### src/rtl/walk_pkg.sv
package walk_pkg;
  localparam int AW        = 32;
  localparam int BASE_LSB  = 14;
  localparam int L1_LSB    = 20;
  localparam int L2_LSB    = 12;
  localparam int L2_W      = L1_LSB - L2_LSB;
  localparam int TBL_LSB   = L2_W + 2;
  localparam int LRG_LSB   = 16;

  localparam logic [1:0] TY_NONE = 2'b00;
  localparam logic [1:0] TY_LINK = 2'b01;
  localparam logic [1:0] TY_LEAF = 2'b10;

  typedef enum logic [2:0] {
    ST_IDLE, ST_RD1, ST_WT1, ST_RD2, ST_WT2, ST_FIN
  } wstate_t;

  function automatic logic [AW-1:0] lvl1_addr(input logic [AW-1:0] base, input logic [AW-1:0] va);
    return {base[AW-1:BASE_LSB], va[AW-1:L1_LSB], 2'b00};
  endfunction

  function automatic logic [AW-1:0] lvl2_addr(input logic [AW-1:0] d1, input logic [AW-1:0] va);
    return {d1[AW-1:TBL_LSB], va[L1_LSB-1:L2_LSB], 2'b00};
  endfunction

  function automatic logic [AW-1:0] join_at(input logic [AW-1:0] d, input logic [AW-1:0] va, input int lsb);
    logic [AW-1:0] m;
    m = {AW{1'b1}} << lsb;
    return (d & m) | (va & ~m);
  endfunction
endpackage

### src/rtl/walk_ctrl.sv
module walk_ctrl
  import walk_pkg::*;
(
  input  logic       clk,
  input  logic       rst_n,
  input  logic       req_valid,
  input  logic       mem_rd_ready,
  input  logic       mem_rsp_valid,
  input  logic [1:0] rsp_ty,
  output logic       req_ready,
  output logic       mem_rd_valid,
  output logic       sel_l2,
  output logic       take_req,
  output logic       ev_sect,
  output logic       ev_coarse,
  output logic       ev_page,
  output logic       ev_flt,
  output logic       done,
  output logic       fault
);
  wstate_t state_q, state_d;
  logic    ok_q;
  logic    rsp1, rsp2;

  always_comb begin
    take_req  = (state_q == ST_IDLE) && req_valid;
    rsp1      = (state_q == ST_WT1) && mem_rsp_valid;
    rsp2      = (state_q == ST_WT2) && mem_rsp_valid;
    ev_sect   = rsp1 && (rsp_ty == TY_LEAF);
    ev_coarse = rsp1 && (rsp_ty == TY_LINK);
    ev_page   = rsp2 && ((rsp_ty == TY_LINK) || (rsp_ty == TY_LEAF));
    ev_flt    = (rsp1 && !ev_sect && !ev_coarse) || (rsp2 && !ev_page);
  end

  always_comb begin
    state_d = state_q;
    unique case (state_q)
      ST_IDLE: if (take_req) state_d = ST_RD1;
      ST_RD1:  if (mem_rd_ready) state_d = ST_WT1;
      ST_WT1:  if (ev_coarse) state_d = ST_RD2;
               else if (rsp1) state_d = ST_FIN;
      ST_RD2:  if (mem_rd_ready) state_d = ST_WT2;
      ST_WT2:  if (rsp2) state_d = ST_FIN;
      ST_FIN:  state_d = ST_IDLE;
      default: state_d = ST_IDLE;
    endcase
  end

  always_ff @(posedge clk) begin
    if (!rst_n) begin
      state_q <= ST_IDLE;
      ok_q    <= 1'b0;
    end else begin
      state_q <= state_d;
      if (ev_sect || ev_page || ev_flt) ok_q <= !ev_flt;
    end
  end

  always_comb begin
    req_ready    = (state_q == ST_IDLE);
    mem_rd_valid = (state_q == ST_RD1) || (state_q == ST_RD2);
    sel_l2       = (state_q == ST_RD2) || (state_q == ST_WT2);
    done         = (state_q == ST_FIN) && ok_q;
    fault        = (state_q == ST_FIN) && !ok_q;
  end
endmodule

### src/rtl/walk_dpath.sv
module walk_dpath
  import walk_pkg::*;
(
  input  logic          clk,
  input  logic          rst_n,
  input  logic          take_req,
  input  logic [AW-1:0] req_vaddr,
  input  logic [AW-1:0] tbl_base,
  input  logic          sel_l2,
  input  logic          ev_sect,
  input  logic          ev_coarse,
  input  logic          ev_page,
  input  logic          ev_flt,
  input  logic [AW-1:0] rsp_data,
  output logic [AW-1:0] mem_rd_addr,
  output logic [AW-1:0] pa
);
  logic [AW-1:0] va_q, base_q, d1_q, pa_q;
  logic [AW-1:0] page_pa;

  always_comb begin
    page_pa     = (rsp_data[1:0] == TY_LINK) ? join_at(rsp_data, va_q, LRG_LSB)
                                             : join_at(rsp_data, va_q, L2_LSB);
    mem_rd_addr = sel_l2 ? lvl2_addr(d1_q, va_q) : lvl1_addr(base_q, va_q);
    pa          = pa_q;
  end

  always_ff @(posedge clk) begin
    if (!rst_n) begin
      va_q   <= '0;
      base_q <= '0;
      d1_q   <= '0;
      pa_q   <= '0;
    end else begin
      if (take_req) begin
        va_q   <= req_vaddr;
        base_q <= tbl_base;
      end
      if (ev_coarse) d1_q <= rsp_data;
      if (ev_sect)      pa_q <= join_at(rsp_data, va_q, L1_LSB);
      else if (ev_page) pa_q <= page_pa;
      else if (ev_flt)  pa_q <= '0;
    end
  end
endmodule

### src/rtl/addr_walker.sv
module addr_walker
  import walk_pkg::*;
(
  input  logic        clk,
  input  logic        rst_n,
  input  logic        req_valid,
  output logic        req_ready,
  input  logic [31:0] req_vaddr,
  input  logic [31:0] tbl_base,
  output logic        mem_rd_valid,
  input  logic        mem_rd_ready,
  output logic [31:0] mem_rd_addr,
  input  logic        mem_rsp_valid,
  input  logic [31:0] mem_rsp_data,
  output logic        done,
  output logic        fault,
  output logic [31:0] pa
);
  logic sel_l2, take_req;
  logic ev_sect, ev_coarse, ev_page, ev_flt;

  walk_ctrl u_ctrl (
    .clk          (clk),
    .rst_n        (rst_n),
    .req_valid    (req_valid),
    .mem_rd_ready (mem_rd_ready),
    .mem_rsp_valid(mem_rsp_valid),
    .rsp_ty       (mem_rsp_data[1:0]),
    .req_ready    (req_ready),
    .mem_rd_valid (mem_rd_valid),
    .sel_l2       (sel_l2),
    .take_req     (take_req),
    .ev_sect      (ev_sect),
    .ev_coarse    (ev_coarse),
    .ev_page      (ev_page),
    .ev_flt       (ev_flt),
    .done         (done),
    .fault        (fault)
  );

  walk_dpath u_dpath (
    .clk        (clk),
    .rst_n      (rst_n),
    .take_req   (take_req),
    .req_vaddr  (req_vaddr),
    .tbl_base   (tbl_base),
    .sel_l2     (sel_l2),
    .ev_sect    (ev_sect),
    .ev_coarse  (ev_coarse),
    .ev_page    (ev_page),
    .ev_flt     (ev_flt),
    .rsp_data   (mem_rsp_data),
    .mem_rd_addr(mem_rd_addr),
    .pa         (pa)
  );
endmodule

### config.mk
export PLATFORM = sky130hd
export DESIGN_NAME = addr_walker
export DESIGN_NICKNAME = d
export VERILOG_FILES = /design/src/rtl/walk_pkg.sv /design/src/rtl/walk_ctrl.sv /design/src/rtl/walk_dpath.sv /design/src/rtl/addr_walker.sv
export SDC_FILE = /design/constraint.sdc
export NUM_CORES = 1
export LEC_CHECK = 0
export ABC_CLOCK_PERIOD_IN_PS = 2050
export BUFFER_PORTS_ARGS = -buffer_cell sky130_fd_sc_hd__buf_2
export CAP_MARGIN = 20
export CORE_AREA = 2 2 105 107
export DETAILED_ROUTE_END_ITERATION = 12
export DIE_AREA = 0 0 107 109
export PLACE_DENSITY = 0.79
export SYNTH_ARGS = -nofsm -noshare
export SYNTH_HDL_FRONTEND = slang
export SYNTH_SLANG_ARGS = --single-unit
### constraint.sdc
create_clock -name clk -period 2.05 [get_ports clk]
set_clock_uncertainty 0.15 [all_clocks]
set_input_delay 0.3075 -clock clk [delete_from_list [all_inputs] [get_ports clk]]
set_output_delay 0.3075 -clock clk [all_outputs]
set_load 0.02 [all_outputs]
After elaboration in Yosys (flattened, before gate mapping):

Index checks and enable logic that the tools add are counted.

* register bits after elaboration: 132
* output and inout bits: 68
* word-level logic and storage cells: 58

* eq/ne operators: 12
* muxes and demuxes: 12
* bitwise logic cells: 3
* reduce and logical (&&, ||, !) cells: 25

Operator list (count)
* 2-to-1 mux 32 bit: 5
* bitwise OR 32 x 12 -> 32 bit: 1
* bitwise OR 32 x 16 -> 32 bit: 1
* bitwise OR 32 x 20 -> 32 bit: 1
* 2-to-1 mux 3 bit: 6
* one-hot mux 3 bit (5 select lines): 1
* logical AND 1 bit: 11
* equality test 3 x 2 -> 1 bit, second input constant: 2
* equality test 3 bit, second input constant: 2
* logical OR 1 bit: 6
* zero test 1 bit: 5
* AND reduction 5 bit: 1
* != test 2 x 1 -> 1 bit, second input constant: 2
* != test 2 bit, second input constant: 2
* equality test 3 x 1 -> 1 bit, second input constant: 1
* zero test 3 bit: 1
* != test 3 x 2 -> 1 bit, second input constant: 1
* nonzero test 3 bit: 1
* equality test 2 x 1 -> 1 bit, second input constant: 1
* equality test 2 bit, second input constant: 1

Logic depth before layout (Yosys ltp):

* depth in word-level cells: 10
* gate-level depth with buffers: 8
* depth with buffers taken out: 6

Modules after synthesis:

From an unflattened synthesis, not the netlist that was laid out.

* cell total of the unflattened synthesis: 471
* area total of the unflattened synthesis: 4813.4 um2

Modules (own cells, without submodules)
* walk_dpath: instances 1, cells an instance 425, area each 4454.3 um2, sequential area each 2082.0 um2
* walk_ctrl: instances 1, cells an instance 46, area each 359.1 um2, sequential area each 80.1 um2

Worst setup path before layout:

Ideal clock, no wire load.

* path kind: input to register
* from: input mem_rsp_data[0]
* to: register u_dpath.pa_q[0] (netlist: u_dpath.pa[0])
* setup time: 0.059 ns
* arrival time: 1.753 ns
* data required time: 1.841 ns
* slack: 0.088 ns
* stages on the path: 8
* cell sequence: inv_1 > ha_1 > or3b_4 > a21oi_4 > and2_1 > buf_4 > buf_6 > a22o_1

* longest elaborated chain between the ends: 7
* elaborated cells on any way between the ends: 17
* those cells by class: 2 x eq/ne; 3 x mux; 12 x reduce/logical

RTL lines
* from (decl): RTL line addr_walker.sv:14 `input logic [31:0] mem_rsp_data,`
* equality test 2 bit / equality test 2 x 1 -> 1 bit (equally long branches)
* logical AND 1 bit / logical OR 1 bit (equally long branches): RTL line walk_ctrl.sv:29, walk_ctrl.sv:31
* zero test 1 bit / logical AND 1 bit (equally long branches): RTL line walk_ctrl.sv:32, walk_ctrl.sv:31
* logical AND 1 bit / zero test 1 bit (equally long branches): RTL line walk_ctrl.sv:32 `ev_flt = (rsp1 && !ev_sect && !ev_coarse) || (rsp2 && !ev_page);`
* logical AND 1 bit: RTL line walk_ctrl.sv:32
* logical OR 1 bit: RTL line walk_ctrl.sv:32
* nonzero test 3 bit (no line)
* to (signal assigned): RTL line walk_dpath.sv:40 `if (ev_sect) pa_q <= join_at(rsp_data, va_q, L1_LSB);`
* to (signal assigned): RTL line walk_dpath.sv:41 `else if (ev_page) pa_q <= page_pa;`
* to (decl): RTL line walk_dpath.sv:18 `logic [AW-1:0] va_q, base_q, d1_q, pa_q;`

Parallel ways exist; a longest one is shown, timed or not.
A chain may end at the register's enable or synchronous reset.

Final worst setup path:

* from: register u_ctrl.state_q[1]
* to: output mem_rd_addr[10]

* longest elaborated chain between the ends: 3
* elaborated cells on any way between the ends: 4
* those cells by class: 2 x eq/ne; 1 x mux; 1 x reduce/logical

RTL lines
* from (decl): RTL line walk_ctrl.sv:21 `wstate_t state_q, state_d;`
* from (signal assigned): RTL line walk_ctrl.sv:54 `state_q <= state_d;`
* equality test 3 x 2 -> 1 bit / equality test 3 bit (equally long branches): RTL line walk_ctrl.sv:62 `sel_l2 = (state_q == ST_RD2) || (state_q == ST_WT2);`
* logical OR 1 bit (*): RTL line walk_ctrl.sv:62
* 2-to-1 mux 32 bit (*): RTL line walk_dpath.sv:24 `mem_rd_addr = sel_l2 ? lvl2_addr(d1_q, va_q) : lvl1_addr(base_q, va_q);`
* to (decl): RTL line addr_walker.sv:12 `output logic [31:0] mem_rd_addr,`

Mark *: on every way between the ends. The rest lies on a longest branch, timed or not.

==> flow_summary_export.csv <==
group,metric,value,unit
clocking,htree_levels,3,
run_status,violations,"setup timing",
placement,dp.cells,755,
power,p_per_area,740.5,mW/mm²
clocking,path_clk_slew,0.11,ns
clocking,cts_root_buf,"clkbuf_8",
placement,dpl.hpwl,7.855,mm
global_route,overflow,0,
yosys,netlist.area_leader.share,48.15,%
floorplan,initial_utilization,42.35,%
clocking,clock-sinks,108,
floorplan,die-area,0.01166,mm²
global_route,busiest_layer,"met2",
critical_path,worst-endpoint-arrival,1.80,ns
drt,vias,3980,
global_route,grt_pass1_wl,18.19,mm
yosys,synth_area,0.004491,mm²
cells_and_area,num_antenna_cells,0,
run_status,status,"finished with violations",
cells_and_area,drive_above_1_share,35.24,%
cells_and_area,area_growth,36.53,%
drt,drc_errors,0,
floorplan,die_h,109,µm
placement,place_area,0.005385,mm²
critical_path,required,1.59,ns
placement,gp_congestion,0.7736,
global_route,grt_use_met3,5.798,%
power,max-vdd-ir-drop,0.0004832,V
yosys,ys_warn_count,0,
critical_path,worst_r2r_path_depth,6,
critical_path,endpoint_kind,"output port",
clocking,cts_buffer_depth,2,
cells_and_area,final_cell_mix,"nand2_1, buf_2, dfxtp_1",
timing,worst_slew_pin_slew,0.5343,ns
timing,fmax,443.2,MHz
run,cap_violations,0,
power,power_leakage,2.743,nW
timing,period_minus_slack,2.256,ns
global_route,use_met2,34.67,%
global_route,grt_max_degree,80,
global_route,grt.total_usage,19.82,%
global_route,antenna_found_initial,0,
yosys,yosysTopAreaCell,"dfxtp_1",
hold_path,hold_depth,3,
cells_and_area,final_cell_area,0.006131,mm²
global_route,use_met1,23.76,%
cells_and_area,final_common_cell,"nand2_1",
floorplan,coreArea,0.01060,mm²
cells_and_area,nets,745,
yosys,seq_area_frac_synth,48.15,%
timing,rsz0062_at_grt,"yes",
timing,finalHoldViolCount,0,
floorplan,io_pins,169,
placement,io_buffer_count,144,
timing,relSlewSlack,64.38,%
drt,initialDrtViolationCount,123,
critical_path,path_class,"reg -> out",
floorplan,rows,38,
clocking,cts_buffers,9,
yosys,synthesis.instances,495,
floorplan,die_w,107,µm
timing,period_share,110.1,%
yosys,ys_ff_latch,108,
timing,fin_ws,-0.2061,ns
drt,drt-total-wl,11.86,mm
yosys,syn_area_per_cell,9.072,µm²
timing,drv_slew,0,
cells_and_area,final_cell_count_no_fill,787,
yosys,ys_types,39,
timing,setup_viol,30,
drt,ant_nets,0,
yosys,ys_top_cells_by_area,"dfxtp_1, nand2_1, a21boi_1",
hold_path,holdCritPathClass,"in -> reg",
placement,dp_slack,0.01719,ns
clocking,cts_tree,"built",
clocking,insertion_delay,0.36,ns
critical_path,crit_fanout,7,
drt,first_pass_iters,4,
critical_path,start_kind,"flip-flop",
drt,routedWlPerCell,15.07,µm
drt,vias_per_cell,5.057,
global_route,grt_pass1_vias,3752,
[critical path, stage by stage (launching register included)]
cell and delay, ns:
dfxtp_4 0.37, nand2b_4 0.13, nor2_4 0.04, a21oi_4 0.14, buf_12 0.14, clkbuf_16 0.16, mux2_4 0.31, buf_6 0.13
[worst paths after layout]
path	from	endpoint	slack, ns
worst max-delay path	u_ctrl.state_q[1]	mem_rd_addr[10]	-0.21
worst min-delay path	req_vaddr[25]	u_dpath.va_q[25]	0.01
worst max register to register	u_ctrl.state_q[2]	u_dpath.pa[31]	0.16
worst min register to register	u_dpath.base_q[23]	u_dpath.base_q[23]	0.31
[flip-flops by register name (all words and copies together), names as in the netlist]
signal          count
u_dpath.d1_q       22
u_dpath.va_q       32
u_dpath.base_q     18
u_ctrl.ok_q         1
u_dpath.pa         32
u_ctrl.state_q      3
[stage by stage]
| stage | setup TNS (ns) | hold slack (ns) | power (W) | utilization (%) |
|---|---|---|---|---|
| after detailed placement | 0 | 0.2914 | 0.003020 | 50.79 |
| after global routing | -8.366 | -0.006513 | 0.004764 | 57.82 |
| after floorplan | 0 | 0.2816 | 0.002750 | - |
| after CTS | -7.267 | 0.002446 | 0.004510 | 55.72 |
| after global placement | 0 | 0.2869 | 0.002994 | 50.79 |
| final | -5.756 | 0.01474 | 0.004540 | 57.82 |
[metal layers]
layer	vias up	part of all wire, %
li1	1958	-
met5	-	0
met2	127	49
met3	12	6.8
met4	0	1.1
met1	1883	43
[report_power, final]
group          internal [W]  total (W)  leakage [nW]  switching (W)
Combinational      0.000436   0.000889          1.75       0.000453
Clock              0.000648    0.00140         0.111       0.000747
Sequential          0.00220    0.00226         0.880      0.0000599
[Yosys cell counts, drive strengths merged]
| library cell | n |
|---|---|
| a31o | 1 |
| and4bb | 1 |
| ha | 2 |
| o21a | 1 |
| o21ai | 5 |
| nand3b | 1 |
| a311oi | 4 |
| nor2b | 6 |
| a211oi | 1 |
| mux2 | 30 |
| buf | 21 |
| a21bo | 1 |
| a22o | 32 |
| conb | 1 |
| a21boi | 72 |
| nor4b | 1 |
| nor3 | 1 |
| nor2 | 13 |
| nand2 | 153 |
| nor3b | 1 |
| nand3 | 1 |
| a2bb2oi | 1 |
| dfxtp | 108 |
| nand2b | 3 |
| a31oi | 1 |
| or3b | 1 |
| a21oi | 5 |
| inv | 2 |
| and3 | 1 |
| and2 | 4 |
| clkbuf | 19 |
| mux2i | 1 |
[cells by family (layout without fill, tap and decap cells)]
logic type,Yosys count,count (layout),share of synthesized area (%)
simple gates,187,187,17.16
flops,108,108,48.15
compound gates,124,124,21.51
fa+ha+maj,2,2,0.5572
mux,31,31,7.746
other cells,1,2,0.08351
buf+inv,42,193,4.793
[repair_timing]
action	4_1_cts	5_1_grt
buffers inserted	5	1
pin swaps	1	0
cloned	1	1
gates resized for setup	57	50
setup endpoints to repair	30	32
hold buffers	4	5
hold endpoints to repair	4	5
[cell type report]
class,count,area (µm²)
Clock buffer,11,151.4
Clock inverter,5,65.06
Fill cell,917,4472
Inverter,2,7.507
Multi-Input combinational cell,346,2280
Sequential cell,108,2168
Tap cell,140,175.2
Timing Repair Buffer,175,1284
No activity file was read; power rests on OpenSTA's default activity.
